$ cat src/rtl/tmr_pkg.sv
package tmr_pkg;

  localparam int SEL_W     = 3;
  localparam int MAX_SHIFT = 5;

  typedef enum logic [1:0] {
    ADDR_COUNT = 2'd0,
    ADDR_CTRL  = 2'd1,
    ADDR_STAT  = 2'd2,
    ADDR_NONE  = 2'd3
  } reg_addr_e;

  // control word, bit 0 is the run bit
  typedef struct packed {
    logic             mod_en;
    logic             ovf_ie;
    logic [SEL_W-1:0] psel;
    logic             run;
  } ctrl_t;

  localparam int CTRL_W = $bits(ctrl_t);

endpackage

$ cat src/rtl/tmr_prescaler.sv
module tmr_prescaler #(
  parameter int SEL_W     = tmr_pkg::SEL_W,
  parameter int MAX_SHIFT = tmr_pkg::MAX_SHIFT,
  localparam int DIV_W    = (MAX_SHIFT < 1) ? 1 : MAX_SHIFT
) (
  input  logic             clk,
  input  logic             rst_n,
  input  logic             run,
  input  logic [SEL_W-1:0] psel,
  input  logic             restart,
  output logic             tick
);

  logic [DIV_W-1:0] div_cnt;
  logic [DIV_W-1:0] limit;
  int               shift;

  // codes beyond the largest shift saturate to it
  always_comb begin
    shift = (int'(psel) > MAX_SHIFT) ? MAX_SHIFT : int'(psel);
    limit = DIV_W'((1 << shift) - 1);
  end

  assign tick = run && (div_cnt >= limit);

  always_ff @(posedge clk) begin
    if (!rst_n)                div_cnt <= '0;
    else if (!run || restart)  div_cnt <= '0;
    else if (div_cnt >= limit) div_cnt <= '0;
    else                       div_cnt <= div_cnt + 1'b1;
  end

  // a code change pushes the next tick a full new period away
  assert_restart_delay_R4: assert property (@(posedge clk) disable iff (!rst_n)
    restart |=> (!tick || limit == '0));

  // with a divisor above one, ticks are never back to back
  assert_tick_spacing_R5: assert property (@(posedge clk) disable iff (!rst_n)
    tick && !restart && limit != '0 |=> !tick);

endmodule

$ cat src/rtl/tmr_count_core.sv
module tmr_count_core #(
  parameter int CNT_W = 16
) (
  input  logic             clk,
  input  logic             rst_n,
  input  logic             tick,
  input  logic             load,
  input  logic [CNT_W-1:0] load_val,
  input  logic             mod_en,
  input  logic             match,
  output logic [CNT_W-1:0] count,
  output logic             wrap
);

  logic mod_hit;

  assign mod_hit = mod_en && match;
  assign wrap    = tick && !load && !mod_hit && (&count);

  always_ff @(posedge clk) begin
    if (!rst_n)       count <= '0;
    else if (load)    count <= load_val;
    else if (tick) begin
      if (mod_hit)    count <= '0;
      else            count <= count + 1'b1;
    end
  end

  // no tick and no load means no change
  assert_hold_R2: assert property (@(posedge clk) disable iff (!rst_n)
    !tick && !load |=> $stable(count));

  // a plain tick steps by exactly one
  assert_step_R2: assert property (@(posedge clk) disable iff (!rst_n)
    tick && !load && !mod_hit |=> count == CNT_W'($past(count) + 1'b1));

  // modulus match returns to zero
  assert_modulus_R9: assert property (@(posedge clk) disable iff (!rst_n)
    tick && !load && mod_en && match |=> count == '0);

  // a register load wins over a tick
  assert_load_R10: assert property (@(posedge clk) disable iff (!rst_n)
    load |=> count == $past(load_val));

endmodule

$ cat src/rtl/tmr_regs.sv
module tmr_regs
  import tmr_pkg::*;
#(
  parameter int CNT_W = 16
) (
  input  logic             clk,
  input  logic             rst_n,
  input  logic             reg_wr,
  input  logic [1:0]       reg_addr,
  input  logic [CNT_W-1:0] reg_wdata,
  input  logic [CNT_W-1:0] count,
  input  logic             wrap,
  output ctrl_t            ctrl,
  output logic             restart,
  output logic             load,
  output logic [CNT_W-1:0] load_val,
  output logic             ovf_flag,
  output logic             irq,
  output logic [CNT_W-1:0] reg_rdata
);

  reg_addr_e addr;
  ctrl_t     ctrl_new;
  logic      ctrl_wr;
  logic      stat_clr;

  assign addr     = reg_addr_e'(reg_addr);
  assign ctrl_new = ctrl_t'(reg_wdata[CTRL_W-1:0]);
  assign ctrl_wr  = reg_wr && (addr == ADDR_CTRL);
  assign stat_clr = reg_wr && (addr == ADDR_STAT) && reg_wdata[0];
  assign load     = reg_wr && (addr == ADDR_COUNT);
  assign load_val = reg_wdata;
  assign restart  = ctrl_wr && (ctrl_new.psel != ctrl.psel);
  assign irq      = ovf_flag && ctrl.ovf_ie;

  always_ff @(posedge clk) begin
    if (!rst_n)       ctrl <= '0;
    else if (ctrl_wr) ctrl <= ctrl_new;
  end

  // a wrap in the same cycle beats the clearing write
  always_ff @(posedge clk) begin
    if (!rst_n)        ovf_flag <= 1'b0;
    else if (wrap)     ovf_flag <= 1'b1;
    else if (stat_clr) ovf_flag <= 1'b0;
  end

  always_comb begin
    unique case (addr)
      ADDR_COUNT: reg_rdata = count;
      ADDR_CTRL:  reg_rdata = {{(CNT_W-CTRL_W){1'b0}}, ctrl};
      ADDR_STAT:  reg_rdata = {{(CNT_W-1){1'b0}}, ovf_flag};
      default:    reg_rdata = '0;
    endcase
  end

  assert_flag_set_R6: assert property (@(posedge clk) disable iff (!rst_n)
    wrap |=> ovf_flag);

  assert_flag_clear_R7: assert property (@(posedge clk) disable iff (!rst_n)
    stat_clr && !wrap |=> !ovf_flag);

  assert_flag_keep_R7: assert property (@(posedge clk) disable iff (!rst_n)
    !wrap && !stat_clr |=> $stable(ovf_flag));

  assert_ctrl_write_R11: assert property (@(posedge clk) disable iff (!rst_n)
    ctrl_wr |=> ctrl == $past(ctrl_new));

endmodule

$ cat src/rtl/tmr_timebase.sv
module tmr_timebase #(
  parameter int CNT_W = 16
) (
  input  logic             clk,
  input  logic             rst_n,
  input  logic             reg_wr,
  input  logic [1:0]       reg_addr,
  input  logic [CNT_W-1:0] reg_wdata,
  output logic [CNT_W-1:0] reg_rdata,
  input  logic             cmp7_match_i,
  output logic [CNT_W-1:0] count_o,
  output logic             tick_o,
  output logic             irq_o
);

  tmr_pkg::ctrl_t   ctrl;
  logic             restart;
  logic             load;
  logic [CNT_W-1:0] load_val;
  logic             wrap;
  logic             ovf_flag;

  tmr_regs #(.CNT_W(CNT_W)) u_regs (
    .clk       (clk),
    .rst_n     (rst_n),
    .reg_wr    (reg_wr),
    .reg_addr  (reg_addr),
    .reg_wdata (reg_wdata),
    .count     (count_o),
    .wrap      (wrap),
    .ctrl      (ctrl),
    .restart   (restart),
    .load      (load),
    .load_val  (load_val),
    .ovf_flag  (ovf_flag),
    .irq       (irq_o),
    .reg_rdata (reg_rdata)
  );

  tmr_prescaler #(
    .SEL_W     (tmr_pkg::SEL_W),
    .MAX_SHIFT (tmr_pkg::MAX_SHIFT)
  ) u_presc (
    .clk     (clk),
    .rst_n   (rst_n),
    .run     (ctrl.run),
    .psel    (ctrl.psel),
    .restart (restart),
    .tick    (tick_o)
  );

  tmr_count_core #(.CNT_W(CNT_W)) u_core (
    .clk      (clk),
    .rst_n    (rst_n),
    .tick     (tick_o),
    .load     (load),
    .load_val (load_val),
    .mod_en   (ctrl.mod_en),
    .match    (cmp7_match_i),
    .count    (count_o),
    .wrap     (wrap)
  );

  // the request follows flag and enable
  assert_irq_R8: assert property (@(posedge clk) disable iff (!rst_n)
    irq_o |-> ovf_flag);

  // a stopped counter never strobes
  assert_no_tick_stopped_R5: assert property (@(posedge clk) disable iff (!rst_n)
    !ctrl.run |-> !tick_o);

endmodule

$ cat config.mk
export PLATFORM = sky130hd
export DESIGN_NAME = tmr_timebase
export DESIGN_NICKNAME = d
export VERILOG_FILES = /design/src/rtl/tmr_pkg.sv /design/src/rtl/tmr_prescaler.sv /design/src/rtl/tmr_count_core.sv /design/src/rtl/tmr_regs.sv /design/src/rtl/tmr_timebase.sv
export SDC_FILE = /design/constraint.sdc
export NUM_CORES = 1
export LEC_CHECK = 0
export ABC_AREA = 1
export BUFFER_PORTS_ARGS = -buffer_cell sky130_fd_sc_hd__buf_2
export CAP_MARGIN = 10
export CORE_AREA = 2 2 67 69
export DETAILED_ROUTE_END_ITERATION = 6
export DIE_AREA = 0 0 69 71
export GPL_TIMING_DRIVEN = 0
export PLACE_DENSITY = 0.8
export SLEW_MARGIN = 20
export SYNTH_ARGS = -nofsm -noshare
export SYNTH_HDL_FRONTEND = slang
export SYNTH_HIERARCHICAL = 1
export SYNTH_SLANG_ARGS = --single-unit
$ cat constraint.sdc
create_clock -name clk -period 2.9 [get_ports clk]
set_input_delay 0.725 -clock clk [delete_from_list [all_inputs] [get_ports clk]]
set_output_delay 0.725 -clock clk [all_outputs]
set_load 0.05 [all_outputs]
## Word level (Yosys, flattened, before mapping)

Index checks and enable logic that the tools add are counted.

| cells by class | value |
|---|---|
| magnitude comparators | 2 |
| shift operators | 1 |
| add/sub/neg operators | 3 |
| reductions and logical operators | 20 |
| mux-type cells | 7 |
| bitwise operators | 1 |
| equality and inequality tests | 3 |

Operators by type and width:

| cell | number |
|---|---|
| $mux 16 | 3 |
| $pmux 16 s3 | 1 |
| $shl 1x32->5 const A | 1 |
| $add 16x1->16 const B | 1 |
| $reduce_and 16->1 | 1 |
| $logic_and 1x1->1 | 11 |
| $add 5x1->5 const B | 1 |
| $ge 5x5->1 | 1 |
| $sub 5x2->5 const B | 1 |
| $reduce_bool 2->1 | 2 |
| $gt 3x3->1 const B | 1 |
| $logic_not 1->1 | 3 |
| $mux 3 | 1 |
| $ne 3x3->1 | 1 |
| $reduce_or 3->1 | 1 |
| $eq 2x1->1 const B | 1 |
| $eq 2x2->1 const B | 1 |
| $logic_not 2->1 | 1 |
| $mux 1 | 2 |
| $logic_or 1x1->1 | 1 |
| $not 1->1 | 1 |

| word-level totals | value |
|---|---|
| output and inout bits | 34 |
| logic and storage cells | 44 |
| flip-flop bits (word level) | 28 |

## Logic depth before layout (Yosys ltp)

| depth | value |
|---|---|
| depth in word-level cells | 10 |
| mapped depth | 15 |
| mapped depth without buffers | 15 |

## By module

The synthesis kept the hierarchy.

Modules (own cells, without submodules):

| module | area each (sq um) | cells an instance | instances |
|---|---|---|---|
| tmr_count_core | 1034.7 | 154 | 1 |
| tmr_regs | 655.6 | 112 | 1 |
| tmr_prescaler | 349.1 | 47 | 1 |

## Least setup slack after synthesis

No wires, ideal clock.

| timing path | value |
|---|---|
| path type | register to register |
| from | register, netlist name u_regs/ctrl[3] |
| to | register u_regs.ovf_flag |
| slack | -0.068 ns |
| setup time | 0.070 ns |
| data arrival time | 2.899 ns |
| cell stages (with the launch flop) | 15 |
| period minus slack after synthesis | 2.968 ns |
| cells stage by stage | dfxtp_1 -> o21ai_0 -> ha_1 -> nand2_1 -> inv_1 -> nand2_2 -> a31oi_1 -> inv_1 -> nor2_2 -> nand2_2 -> inv_2 -> nand2_1 -> nor3_1 -> inv_1 -> a21oi_1 |

| between the ends | value |
|---|---|
| cells in the longest elaborated chain, start to end | 10 |
| elaborated cells on any way between the ends | 11 |

Ends and longest elaborated chain:

| what | RTL line | text |
|---|---|---|
| $gt 3x3->1 | tmr_prescaler.sv:20 | `shift = (int'(psel) > MAX_SHIFT) ? MAX_SHIFT : int'(psel);` |
| $mux 3 * | tmr_prescaler.sv:20 |  |
| $shl 1x32->5 * | tmr_prescaler.sv:21 | `limit = DIV_W'((1 << shift) - 1);` |
| $sub 5x2->5 * | tmr_prescaler.sv:21 |  |
| $ge 5x5->1 * | tmr_prescaler.sv:24 | `assign tick = run && (div_cnt >= limit);` |
| $logic_and 1x1->1 * | tmr_prescaler.sv:24 |  |
| net tick_o | tmr_timebase.sv:12 | `output logic tick_o,` |
| $logic_and 1x1->1 * (3 in a row) | tmr_count_core.sv:18 | `assign wrap = tick && !load && !mod_hit && (&count);` |
| net wrap | tmr_timebase.sv:20 | `logic wrap;` |
| $mux 1 / $reduce_bool 2->1 (equally long branches) | - |  |
| end signal: assignment | tmr_regs.sv:43 | `if (!rst_n) ovf_flag <= 1'b0;` |
| end signal: assignment | tmr_regs.sv:44 | `else if (wrap) ovf_flag <= 1'b1;` |
| end signal: assignment | tmr_regs.sv:45 | `else if (stat_clr) ovf_flag <= 1'b0;` |
| end: declaration | tmr_regs.sv:17 | `output logic ovf_flag,` |

Mark *: on every way through the listed nets, which the timed path passes. The rest lies on a longest branch.
A chain may end at the register's enable or synchronous reset.

## Worst setup path in the final report

| timing path | value |
|---|---|
| from | register, netlist name u_regs/ctrl[3] |
| to | output tick_o |

| between the ends | value |
|---|---|
| cells in the longest elaborated chain, start to end | 6 |

Ends and longest elaborated chain:

| what | RTL line |
|---|---|
| $gt 3x3->1 | tmr_prescaler.sv:20 |
| $mux 3 * | tmr_prescaler.sv:20 |
| $shl 1x32->5 * | tmr_prescaler.sv:21 |
| $sub 5x2->5 * | tmr_prescaler.sv:21 |
| $ge 5x5->1 * | tmr_prescaler.sv:24 |
| $logic_and 1x1->1 * | tmr_prescaler.sv:24 |
| end: declaration | tmr_timebase.sv:12 |

Mark *: on every way between the ends. The rest lies on a longest branch, timed or not.

==> flow_summary.toml <==
[outcome]
status = "completed"

[yosys]
yosys.area_share.simple = 0.3564
muxShareOfSynthArea = 0
synth_seq_cells = 28
synth_xor_area_frac = 0.02577
synth_cell_types = 30
synth_ff_type = "dfxtp_1"
syn_area_per_cell_um2 = 6.516
synth_compound_area_frac = 0.1380
synthAdderAreaFrac = 0.04294
synth_top_family_by_area = "simple AND/OR/NAND/NOR gates"
synthesis.area_um2 = 2039
synth_sequential_area_ratio = 0.2748
async_flop_share = 0
synth_nets = 342
synth-edff-count = 0
ys_warn_count = 6
syn_inst = 313

[place]
port_buffers = 44
placed_area_um2 = 2331
gp_congestion = 0.8847
dpl.hpwl_um = 3836

[route]
first_iter_violations = 157
routedWlPerCell_um = 11.98
wirelength_um = 4937
post-route-drc-count = 0
vias = 2078
ant_nets = 0
routed_via_density = 5.044
first_pass_iters = 4

[timing]
min_period_ns = 2.756
worstMarginPinSlew_ns = 0.5093
maxSlewHeadroom = 0.6605
rsz0062_at_grt = "no"
setup_violations = 0
finalCritPeriodShare = 0.9505
hold_viol = 0
tns_ns = 0
fin_worst_skew_ns = 0.01001
fmax_ghz = 0.3628
slew_violations = 0

[final_layout]
final_common_cell = "nand2_1"
drive_above_1_share = 0.2639
diodes = 0
area_delta_synth_final_pct = 16.44
layout.cells.most_common_list = "80 x nand2_1, 45 x buf_2, 38 x nor2_1"
design_area_um2 = 2375
nNetsFinal = 391

[floorplan]
die_area_um2 = 4899
rows = 24
initial_utilization = 0.4851
io_pins = 56
die_width_um = 69
core_um2 = 4204
die_h_um = 71

[critical_path]
setup.worst_path.start_class = "flip-flop"
r2r-end = "u_regs/ovf_flag"
crit_fanout = 7
rr_worst_depth = 14
crit_arrival_ns = 2.03
r2r_start = "u_regs/ctrl[3]"
crit_type = "reg2out"
timing.reg2reg.setup_slack_ns = 0.48
end_kind = "primary output"
crit_required_ns = 2.17
critPathLaunch = "u_regs/ctrl[3]"

[clock_tree]
clockRootBuffer = "clkbuf_8"
clk_latency_ns = 0.29
ctsLongestPathBuffers = 2
cts_tree = "done"
cts_buffers = 3
cts_max_level = 1
cts_hold_buf = 0
post_cts_resized = 0
cts_sinks = 28
path_clk_slew_ns = 0.09
cts_setup_buffers = 0

[power_and_ir_drop]
power.switching_mw = 0.2684
pwr-share-clk = 0.272
power.internal_mw = 0.5513
p_per_area_nw_per_um2 = 345.2
p_sw_frac = 0.3274
total_leakage_power_nw = 1.050
p_seq_frac = 0.506
vdd_ir_drop_max_mv = 0.2044
combPwrFrac = 0.222

[global_route]
grt_pass1_wl_um = 8424
antenna_found_initial = 0
grt-ovfl-total = 0
track_usage = 0.2076
grt_max_degree = 15
grt_pass1_vias = 1931

[hold_path]
min_path_cells = 1
worstHoldStart = "u_presc/div_cnt[0]"
hold_path.class = "reg2reg"
min_to = "u_presc/div_cnt[0]"

[run]
maxCapViolations = 0
## cell type report
| type | instances | area (um^2) |
|---|---|---|
| Buffer | 24 | 175.2 |
| Clock buffer | 3 | 41.29 |
| Fill cell | 433 | 1829 |
| Inverter | 41 | 155.1 |
| Multi-Input combinational cell | 220 | 1155 |
| Sequential cell | 28 | 560.5 |
| Tap cell | 52 | 65.06 |
| Timing Repair Buffer | 44 | 222.7 |
## state kept, by name, indices dropped and copies added (netlist names)
name	flops
u_core/count	16
u_presc/div_cnt	5
u_regs/ctrl	6
u_regs/ovf_flag	1
## worst max path at each step
stage / endpoint / cells after the start / slack [ns]
2_1_floorplan: reg_rdata[1] / 3 / 0.17
3_3_place_gp: tick_o / 7 / 0.42
3_5_place_dp: tick_o / 7 / 0.39
4_1_cts: tick_o / 7 / 0.07
5_1_grt: tick_o / 7 / 0.003
6_report: tick_o / 7 / 0.14
## metrics by stage
stage	power, mW	hold slack, ns	cells	util	setup slack, ns
final	0.8197	0.4716	412	0.5649	0.1436
after global routing	0.8571	0.5036	412	0.5649	0.003005
after CTS	0.8236	0.4734	412	0.5643	0.06828
after detailed placement	0.6045	0.4506	409	0.5545	0.3944
after global placement	0.6006	0.4446	409	0.5545	0.4152
after floorplan	0.5576	0.4297	313	-	0.1692
## worst max-delay path: stages, from the launching register on
cell	delay [ns]
dfxtp_1	0.46
o21ai_0	0.14
ha_1	0.33
nand2_1	0.07
nor2_1	0.10
nand2_1	0.10
a31oi_2	0.28
buf_4	0.26
## synthesized netlist by cell type (2+ instances only)
| library cell | number | area share |
|---|---|---|
| xor2_1 | 4 | 0.017 |
| a22oi_1 | 10 | 0.037 |
| o21bai_1 | 3 | 0.011 |
| nor2_1 | 38 | 0.070 |
| dfxtp_1 | 28 | 0.27 |
| nand4_1 | 3 | 0.0092 |
| buf_4 | 18 | 0.066 |
| nor2_4 | 4 | 0.022 |
| nand2_1 | 80 | 0.15 |
| inv_2 | 3 | 0.0055 |
| inv_1 | 37 | 0.068 |
| buf_6 | 2 | 0.011 |
| a31oi_1 | 7 | 0.021 |
| o21ai_0 | 5 | 0.012 |
| nor2_2 | 6 | 0.018 |
| xnor2_1 | 2 | 0.0086 |
| nand2_2 | 6 | 0.018 |
| ha_1 | 7 | 0.043 |
| clkbuf_1 | 2 | 0.0037 |
| a21oi_2 | 2 | 0.0086 |
| a21oi_1 | 17 | 0.042 |
| buf_2 | 2 | 0.0049 |
| nand3_1 | 20 | 0.049 |
## power groups by stage
stage | clock, mW | combinational [mW] | sequential, mW
floorplan | 0 | 0.108 | 0.450
global placement | 0 | 0.177 | 0.423
detailed placement | 0 | 0.181 | 0.424
CTS | 0.228 | 0.181 | 0.415
global route | 0.242 | 0.198 | 0.418
finish | 0.223 | 0.182 | 0.415
## kinds of logic after synthesis
| logic type | count (synthesis) |
|---|---|
| adders and majority gates | 7 |
| buffers and inverters | 65 |
| xor gates and xnor gates | 6 |
| DFF | 28 |
| AOI/OAI and AO/OA | 46 |
| and+or+nand+nor | 161 |
## per-layer routing
metal	share of wire	vias up	wire (um)	track usage
li1	-	1083	-	-
met2	0.50	53	2449	0.3868
met5	0	-	0	0
met1	0.44	937	2174	0.2445
met3	0.052	5	256	0.03276
met4	0.012	0	57	0.06318
(Power assumes the default switching activity.)
